--- src/rtl/year_pkg.sv ---
package year_pkg;

    localparam int unsigned DIGIT_W = 4;

    typedef logic [DIGIT_W-1:0] bcd_digit_t;

    typedef struct packed {
        bcd_digit_t tens;
        bcd_digit_t units;
    } year_pair_t;

    typedef enum logic [1:0] {
        UPD_HOLD = 2'd0,
        UPD_LOAD = 2'd1,
        UPD_STEP = 2'd2
    } year_upd_e;

    function automatic logic digit_is_nine(input bcd_digit_t d);
        return d == bcd_digit_t'(9);
    endfunction

    function automatic year_upd_e pick_update(input logic run,
                                              input logic carry,
                                              input logic wr_en);
        if (wr_en && !run)
            return UPD_LOAD;
        else if (run && carry)
            return UPD_STEP;
        else
            return UPD_HOLD;
    endfunction

endpackage

--- src/rtl/yr_digit_chain.sv ---
module yr_digit_chain
    import year_pkg::*;
#(
    parameter int unsigned NUM_DIGITS = 2,
    localparam int unsigned DW = NUM_DIGITS * DIGIT_W
) (
    input  logic [DW-1:0] cur_i,
    output logic [DW-1:0] next_o
);

    logic [NUM_DIGITS:0] ripple;

    assign ripple[0] = 1'b1;

    for (genvar g = 0; g < NUM_DIGITS; g++) begin : g_digit
        bcd_digit_t d;
        logic       wrap;

        assign d    = cur_i[g*DIGIT_W +: DIGIT_W];
        assign wrap = ripple[g] && digit_is_nine(d);

        assign next_o[g*DIGIT_W +: DIGIT_W] =
            wrap ? '0 : (d + bcd_digit_t'(ripple[g]));
        assign ripple[g+1] = wrap;
    end

endmodule

--- src/rtl/yr_leap_detect.sv ---
module yr_leap_detect
    import year_pkg::*;
#(
    parameter int unsigned NUM_DIGITS = 2,
    localparam int unsigned DW = NUM_DIGITS * DIGIT_W
) (
    input  logic [DW-1:0] year_i,
    output logic          leap_o
);

    bcd_digit_t units;
    bcd_digit_t tens;

    assign units = year_i[DIGIT_W-1:0];

    if (NUM_DIGITS > 1) begin : g_tens
        assign tens = year_i[2*DIGIT_W-1:DIGIT_W];
    end else begin : g_no_tens
        assign tens = '0;
    end

    always_comb begin
        if (tens[0])
            leap_o = (units == 4'd2) || (units == 4'd6);
        else
            leap_o = (units == 4'd0) || (units == 4'd4) || (units == 4'd8);
    end

endmodule

--- src/rtl/yr_store.sv ---
module yr_store
    import year_pkg::*;
#(
    parameter int unsigned NUM_DIGITS = 2,
    localparam int unsigned DW = NUM_DIGITS * DIGIT_W
) (
    input  logic          clk_i,
    input  year_upd_e     upd_i,
    input  logic [DW-1:0] load_val_i,
    input  logic [DW-1:0] step_val_i,
    output logic [DW-1:0] q_o
);

    logic [DW-1:0] q;

    always_ff @(posedge clk_i) begin
        unique case (upd_i)
            UPD_LOAD: q <= load_val_i;
            UPD_STEP: q <= step_val_i;
            default:  q <= q;
        endcase
    end

    assign q_o = q;

endmodule

--- src/rtl/bcd_year_counter.sv ---
module bcd_year_counter
    import year_pkg::*;
#(
    parameter int unsigned NUM_DIGITS = 2,
    localparam int unsigned DW = NUM_DIGITS * DIGIT_W
) (
    input  logic          clk_i,
    input  logic          rst_i,
    input  logic          run_i,
    input  logic          carry_i,
    input  logic          wr_en_i,
    input  logic [DW-1:0] wr_data_i,
    output logic [DW-1:0] year_o,
    output logic          leap_o
);

    logic          rst_held_unused;
    year_upd_e     upd;
    logic [DW-1:0] cur_year;
    logic [DW-1:0] next_year;

    assign rst_held_unused = rst_i;
    assign upd = pick_update(run_i, carry_i, wr_en_i);

    yr_digit_chain #(.NUM_DIGITS(NUM_DIGITS)) u_chain (
        .cur_i  (cur_year),
        .next_o (next_year)
    );

    yr_store #(.NUM_DIGITS(NUM_DIGITS)) u_store (
        .clk_i      (clk_i),
        .upd_i      (upd),
        .load_val_i (wr_data_i),
        .step_val_i (next_year),
        .q_o        (cur_year)
    );

    yr_leap_detect #(.NUM_DIGITS(NUM_DIGITS)) u_leap (
        .year_i (cur_year),
        .leap_o (leap_o)
    );

    assign year_o = cur_year;

endmodule

--- config.mk ---
export PLATFORM = sky130hd
export DESIGN_NAME = bcd_year_counter
export DESIGN_NICKNAME = d
export VERILOG_FILES = /design/src/rtl/year_pkg.sv /design/src/rtl/yr_digit_chain.sv /design/src/rtl/yr_leap_detect.sv /design/src/rtl/yr_store.sv /design/src/rtl/bcd_year_counter.sv
export SDC_FILE = /design/constraint.sdc
export NUM_CORES = 1
export LEC_CHECK = 0
export CORE_MARGIN = 1.5
export CORE_UTILIZATION = 40
export DETAILED_ROUTE_END_ITERATION = 10
export DONT_BUFFER_PORTS = 1
export GPL_TIMING_DRIVEN = 0
export PLACE_DENSITY_LB_ADDON = 0.1
export SETUP_SLACK_MARGIN = 0.15
export SYNTH_ARGS = -nofsm -noshare
export SYNTH_HDL_FRONTEND = slang
export SYNTH_SLANG_ARGS = --single-unit
--- constraint.sdc ---
create_clock -name clk_i -period 1.7 [get_ports clk_i]
set_input_delay 0.085 -clock clk_i [delete_from_list [all_inputs] [get_ports clk_i]]
set_output_delay 0.085 -clock clk_i [all_outputs]
set_load 0.005 [all_outputs]
==> qor.yml, run 1 <==
routing:
  drc: 0
  routed.top_layer: "met3"
  wl_um: 1160
  ant_nets: 0
  dr.pass1.iters: 4
  wl_per_cell_um: 15.8
  num_vias: 430
  wl_met1_um: 497
  wl_met3_um: 79
  wl_met2_um: 580
  drtIter0Drc: 6
  routed_via_density: 5.89
status:
  outcome: "complete, but fails checks"
  violations: "setup timing"
worst_setup_path:
  cp.buffers_inverters: 0
  cp_cell_sequence: "nor4bb_4 -> ha_2 -> ha_1 -> nand3_2 -> o21ai_2"
  worstRegToRegCells: 5
  crit_required_ns: 1.70
  rr_endpoint: "u_store.q_o[5]"
  endpoint_kind: "flip-flop"
  reg2reg_slack_ns: -0.03
  arrival_ns: 1.72
  cp_top_family: "flip-flops"
  cp.depth: 5
  critPathMaxStageDelay_ns: 0.51
  start_kind: "flip-flop"
  cp_slowest_cell: "edfxtp_1"
  reg2reg_from: "u_store.q_o[1]"
  crit_type: "reg2reg"
  critPathMaxFanout: 7
global_route:
  grt_pass1_vias: 407
  antenna_found_initial: 0
  grt_max_degree: 11
  grt_pass1_wl_um: 1900
  grt_overflow_total: 0
  grtUsageTotal_pct: 18.7
clock_tree:
  clockBufferDepth: 2
  cts_buffers: 3
  clock-sinks: 8
  htree_levels: 1
  postCtsHoldBufs: 0
  clkLatencyLatePin_ns: 0.25
  clock-root-buffer: "clkbuf_4"
  clkTransAtPathRegs_ns: 0.05
  cts_tree: "built"
floorplan:
  core_region_area_mm2: 0.00128
  start_util_pct: 42.5
  std_cell_rows: 13
  die_y_um: 39.9
  fp.dieW_um: 39.9
  die_area_mm2: 0.00159
  io_pins: 22
sta:
  rsz0062_at_grt: "yes"
  worst_pin_slew_ns: 0.687
  setup_viol: 2
  hold_viol_final: 0
  fin_worst_skew_ns: 0.00823
  fin_crit_sh_pct: 102
  min_period_ns: 1.73
  slew_headroom_pct: 53.9
  slew_viol_final: 0
  setup_slack_ns: -0.0269
  clock.fmax_ghz: 0.579
pwr:
  power.density_mw_per_mm2: 799
  leakagePower_nw: 0.231
  power_uw: 484
  ir_drop_mv: 0.534
synthesis:
  ys_seq_area_share_pct: 44.0
  synth_area_leader_cell: "edfxtp_1"
  muxShareOfSynthArea_pct: 0
  synth_cells: 53
  synth-compound-area-share_pct: 19.3
  ys_ff_latch: 8
  synthAdderAreaFrac_pct: 4.59
  ys_top_cells_by_area: "edfxtp_1 44%, nand2_1 6.2%, ha_1 4.6%, nor2b_1 4.6%, nor4bb_4 4.6%"
  synth_warnings: 0
  yosys.area_share.simple_pct: 25.2
  syn_area_per_cell_um2: 10.3
  yosysMostFrequentCell: "nand2_1"
  synth-xor-area-share_pct: 4.82
  synth_top_area_share_pct: 44.0
  async_reset_ff_share_pct: 0
  netlist_top_cells_count: "9 x nand2_1, 8 x edfxtp_1, 5 x o21ai_1, 4 x nor2b_1"
  synthFlopType: "edfxtp_1"
  synth_top_family_by_area: "simple AND/OR/NAND/NOR gates"
  synthesis.nets: 68
  yosysUniqueCellTypes: 22
  synth_edf_count: 8
  syn_area_um2: 546
layout:
  fin_util_pct: 47.1
  final_layout_size_suffix_gt1_share_pct: 20.7
  fillers: 125
  fin_area_um2: 606
  syn_to_final_growth_pct: 11.0
  n_antenna_cell: 0
  final_nets: 75
  largest_register_ffs: 8
worst_hold_path:
  whs_path_depth: 2
  hp-class: "in2reg"
  worstHoldStart: "wr_data_i[4]"
  min_to: "u_store.q_o[4]"
run:
  max_cap_violations: 0
place:
  place_area_um2: 564
  finalWeightedCongestion: 0.769
  io_buffers: 0
==> logic make-up after synthesis <==
family                   count (synthesis)
AO/OA/AOI/OAI                           15
XOR/XNOR                                 3
adder cells (fa/ha/maj)                  2
buffers and inverters                    3
flip-flops                               8
AND/OR/NAND/NOR                         22
==> final cells by class <==
type	count	area (µm²)	area share, %
plain buffers	1	3.75	0.620
multi-input cells	42	302	49.8
inverters	2	7.51	1.24
clock buffers	3	22.5	3.72
flip-flops and latches	8	240	39.7
repair buffers	2	11.3	1.86
well taps	15	18.8	3.10
==> layer usage <==
layer	track usage, %	vias to the layer above
met4	2.59	0
met5	0	-
li1	-	208
met3	8.89	0
met1	25.1	205
met2	27.8	17
==> layout by cell type, fill, tap and decap left out, drive strengths merged <==
| cell type | count |
|---|---|
| xnor2 | 1 |
| nor2b | 4 |
| clkbuf | 4 |
| nand3 | 3 |
| edfxtp | 8 |
| o31ai | 2 |
| a211o | 1 |
| or2b | 1 |
| xor2 | 2 |
| a41oi | 1 |
| and3b | 1 |
| nor2 | 1 |
| o21ai | 8 |
| inv | 2 |
| ha | 2 |
| and4 | 1 |
| nand3b | 1 |
| buf | 2 |
| a21oi | 3 |
| nor4bb | 1 |
| nand2 | 9 |
==> metrics by stage <==
stage          setup TNS, ns  instances  worst slack [ns]  hold WS [ns]
5_1_grt               -0.347         73            -0.122        0.0164
2_1_floorplan              0         53            0.0821         0.273
4_1_cts              -0.0153         73          -0.00770        0.0226
6_report             -0.0337         73           -0.0269        0.0258
3_5_place_dp          -0.139         68           -0.0578         0.276
3_3_place_gp         -0.0246         68           -0.0205         0.277
==> power breakdown <==
part | leakage, nW | internal, mW | switching (mW)
combinational | 0.139 | 0.0376 | 0.0371
clock | 0.0138 | 0.0803 | 0.0581
sequential | 0.0781 | 0.241 | 0.0299
total | 0.231 | 0.359 | 0.125
==> how the worst max path moves through the flow <==
stage	start	end	slack, ns
after floorplan	u_store.q_o[2]	u_store.q_o[5]	0.08
after global placement	u_store.q_o[2]	u_store.q_o[5]	-0.02
after detailed placement	u_store.q_o[1]	u_store.q_o[5]	-0.06
after CTS	u_store.q_o[1]	u_store.q_o[7]	-0.008
after global routing	u_store.q_o[2]	u_store.q_o[5]	-0.12
final	u_store.q_o[1]	u_store.q_o[5]	-0.03
==> repair_timing <==
action                     4_1_cts  5_1_grt
pin swaps                        3        0
resized for setup                2        0
buffers inserted                 2        0
setup endpoints to repair        3        4
hold endpoints to repair         0        0
(Power assumes the default switching activity.)
==> run 2, diff against run 1 <==
- SYNTH_HIERARCHICAL: not set -> 1
==> qor.yml, run 2 <==
synthesis:
  synth_edf_count: 8  # unchanged
  synthFlopType: "edfxtp_1"
  yosysUniqueCellTypes: 24  # +9.1%
  synth_cells: 48  # -9.4%
  ys_top_cells_by_area: "edfxtp_1 39%, mux2_4 20%, ha_1 6.2%, xnor2_1 4.3%, inv_1 2.5%"
  synth_warnings: 6  # +6
  synthesis.nets: 64  # -5.9%
  async_reset_ff_share_pct: 0  # unchanged
  syn_area_um2: 609  # +12%
  synth_top_area_share_pct: 39.4  # -4.6 points
  synth_area_leader_cell: "edfxtp_1"
  syn_area_per_cell_um2: 12.7  # +23%
  netlist_top_cells_count: "8 x edfxtp_1, 8 x mux2_4, 4 x inv_1"
  ys_ff_latch: 8  # unchanged
  ys_seq_area_share_pct: 39.4  # -4.6 points
status:
  outcome: "complete, but fails checks"
  violations: "setup timing"
floorplan:
  die_area_mm2: 0.00177  # +11%
  io_pins: 22  # unchanged
  die_y_um: 42.0  # +5.3%
  core_region_area_mm2: 0.00137  # +6.3%
  fp.dieW_um: 42.0  # +5.3%
  std_cell_rows: 13  # unchanged
  start_util_pct: 44.6  # +2.1 points
sta:
  setup_slack_ns: -0.184  # -0.157 ns
  slew_headroom_pct: 78.8  # +25 points
  min_period_ns: 1.88  # +0.157 ns
  fin_worst_skew_ns: 0.000541  # -0.00769 ns
  rsz0062_at_grt: "yes"
  fin_crit_sh_pct: 111  # +9.2 points
  slew_viol_final: 0  # unchanged
  hold_viol_final: 0  # unchanged
  clock.fmax_ghz: 0.531  # -8.3%
  setup_viol: 4  # +2
  worst_pin_slew_ns: 0.317  # -0.370 ns
global_route:
  antenna_found_initial: 0  # unchanged
  grt_pass1_wl_um: 1770  # -6.9%
  grtUsageTotal_pct: 13.5  # -5.2 points
  grt_pass1_vias: 394  # -3.2%
  grt_overflow_total: 0  # unchanged
  grt_max_degree: 9  # -2
pwr:
  p_seq_share_pct: 51.6  # -4.3 points
  leakagePower_nw: 0.276  # +20%
  power_switching_uw: 143  # +15%
  power_uw: 539  # +11%
  power_frac_clock_pct: 27.2  # -1.4 points
  p_sw_share_pct: 26.6  # +0.75 points
  ir_drop_mv: 0.387  # -28%
  p_comb_share_pct: 21.2  # +5.8 points
  internal_power_uw: 396  # +10%
  power.density_mw_per_mm2: 768  # -3.8%
routing:
  ant_nets: 0  # unchanged
  drc: 0  # unchanged
  drtIter0Drc: 3  # -3
  wl_per_cell_um: 16.1  # +1.7%
  num_vias: 389  # -9.5%
  dr.pass1.iters: 3  # -1
  routed_via_density: 5.72  # -2.9%
  wl_um: 1100  # -5.3%
layout:
  final_nets: 71  # -5.3%
  final_layout_size_suffix_gt1_share_pct: 43.4  # +23 points
  n_antenna_cell: 0  # unchanged
  final_cell_mix: "8 x mux2_4, 8 x edfxtp_1, 4 x inv_1, 3 x clkbuf_4, 3 x nand2_1"
  fin_util_pct: 51.4  # +4.2 points
  syn_to_final_growth_pct: 15.2
  fillers: 132  # +5.6%
  largest_register_ffs: 8  # unchanged
  fin_area_um2: 702  # +16%
clock_tree:
  cts_tree: "built"
  clkLatencyLatePin_ns: 0.25  # about the same
  cts_buffers: 3  # unchanged
  clkTransAtPathRegs_ns: 0.06  # about the same
  clockBufferDepth: 2  # unchanged
  clock-sinks: 8  # unchanged
  htree_levels: 1  # unchanged
  clock-root-buffer: "clkbuf_4"
  postCtsHoldBufs: 0  # unchanged
place:
  place_area_um2: 653  # +16%
  finalWeightedCongestion: 0.684  # -11%
  io_buffers: 0  # unchanged
  place_hpwl_um: 820
worst_hold_path:
  hp-class: "in2reg"
worst_setup_path:
  crit_required_ns: 1.70  # about the same
  arrival_ns: 1.89  # +0.17 ns
  crit_type: "reg2reg"
  start_kind: "flip-flop"
  reg2reg_slack_ns: -0.18  # -0.16 ns
  endpoint_kind: "flip-flop"
  critPathMaxFanout: 7  # unchanged
run:
  max_cap_violations: 0  # unchanged
run 2: cell types whose count changed after synthesis, sizes merged, moves of 3 or more:
cell,previous run,this run
nand2,9,3
mux2,0,9
nand3,3,0
o21ai,8,1
nor2b,4,0
run 2: cell families (layout without fill, tap and decap cells):
logic type | count (synthesis) | count (layout) | share of synthesized area [%]
xor gates and xnor gates | 3 | 3 | 4.31
adders and majority gates | 3 | 3 | 6.16
and+or+nand+nor | 10 | 10 | 11.7
DFF | 8 | 8 | 39.4
buffers and inverters | 5 | 10 | 4.31
AOI/OAI and AO/OA | 9 | 9 | 10.9
muxes | 10 | 10 | 23.2
run 2: layout make-up:
| cell class | instances | area, µm² | area share (%) |
|---|---|---|---|
| tap | 15 | 18.8 | 2.67 |
| inverter | 4 | 15.0 | 2.14 |
| multi-input combinational | 35 | 382 | 54.4 |
| sequential | 8 | 240 | 34.2 |
| clock buffer | 3 | 22.5 | 3.21 |
| timing repair buffer | 2 | 12.5 | 1.78 |
| buffer | 1 | 11.3 | 1.60 |
run 2: power by group through the flow:
stage | Sequential (mW) | Combinational (mW) | Clock (mW)
6_report | 0.278 | 0.114 | 0.147
5_1_grt | 0.283 | 0.126 | 0.165
4_1_cts | 0.278 | 0.113 | 0.153
3_5_place_dp | 0.282 | 0.107 | 0
3_3_place_gp | 0.280 | 0.101 | 0
2_1_floorplan | 0.274 | 0.0919 | 0
run 2: worst paths after layout:
path | from | endpoint | cells past startpoint
hold reg to reg | u_store/q_o[1] | u_store/q_o[3] | 2
setup reg to reg | u_store/q_o[2] | u_store/q_o[7] | 6
setup / recovery | u_store/q_o[2] | u_store/q_o[7] | 6
hold / removal | wr_data_i[7] | u_store/q_o[7] | 1
run 2: critical path: stages (launching register included):
cell and delay (ns):
edfxtp_1 0.50, and4bb_2 0.40, ha_4 0.16, nand2_1 0.06, xnor2_1 0.14, o2bb2ai_1 0.12, mux2_4 0.25
run 2: stage by stage:
| step | TNS [ns] | hold slack [ns] | setup WS, ns | cells |
|---|---|---|---|---|
| detailed placement | -0.604 | 0.305 | -0.207 | 63 |
| finish | -0.548 | 0.0493 | -0.184 | 68 |
| global placement | -0.487 | 0.303 | -0.163 | 63 |
| global route | -0.814 | 0.0316 | -0.264 | 68 |
| CTS | -0.574 | 0.0407 | -0.194 | 67 |
| floorplan | -0.196 | 0.303 | -0.0801 | 48 |
run 2: timing repair:
action,in CTS,in global routing
gates resized for setup,5,2
pin swaps,3,4
setup buffers,1,1
endpoints found under the setup margin,4,6
run 2: layer usage:
metal	vias to the layer above	global-route usage, %	part of all wire [%]
li1	190	-	-
met1	183	17.0	46
met2	14	20.3	46
met3	2	5.60	6.9
met4	0	5.63	0.55
met5	-	0	0
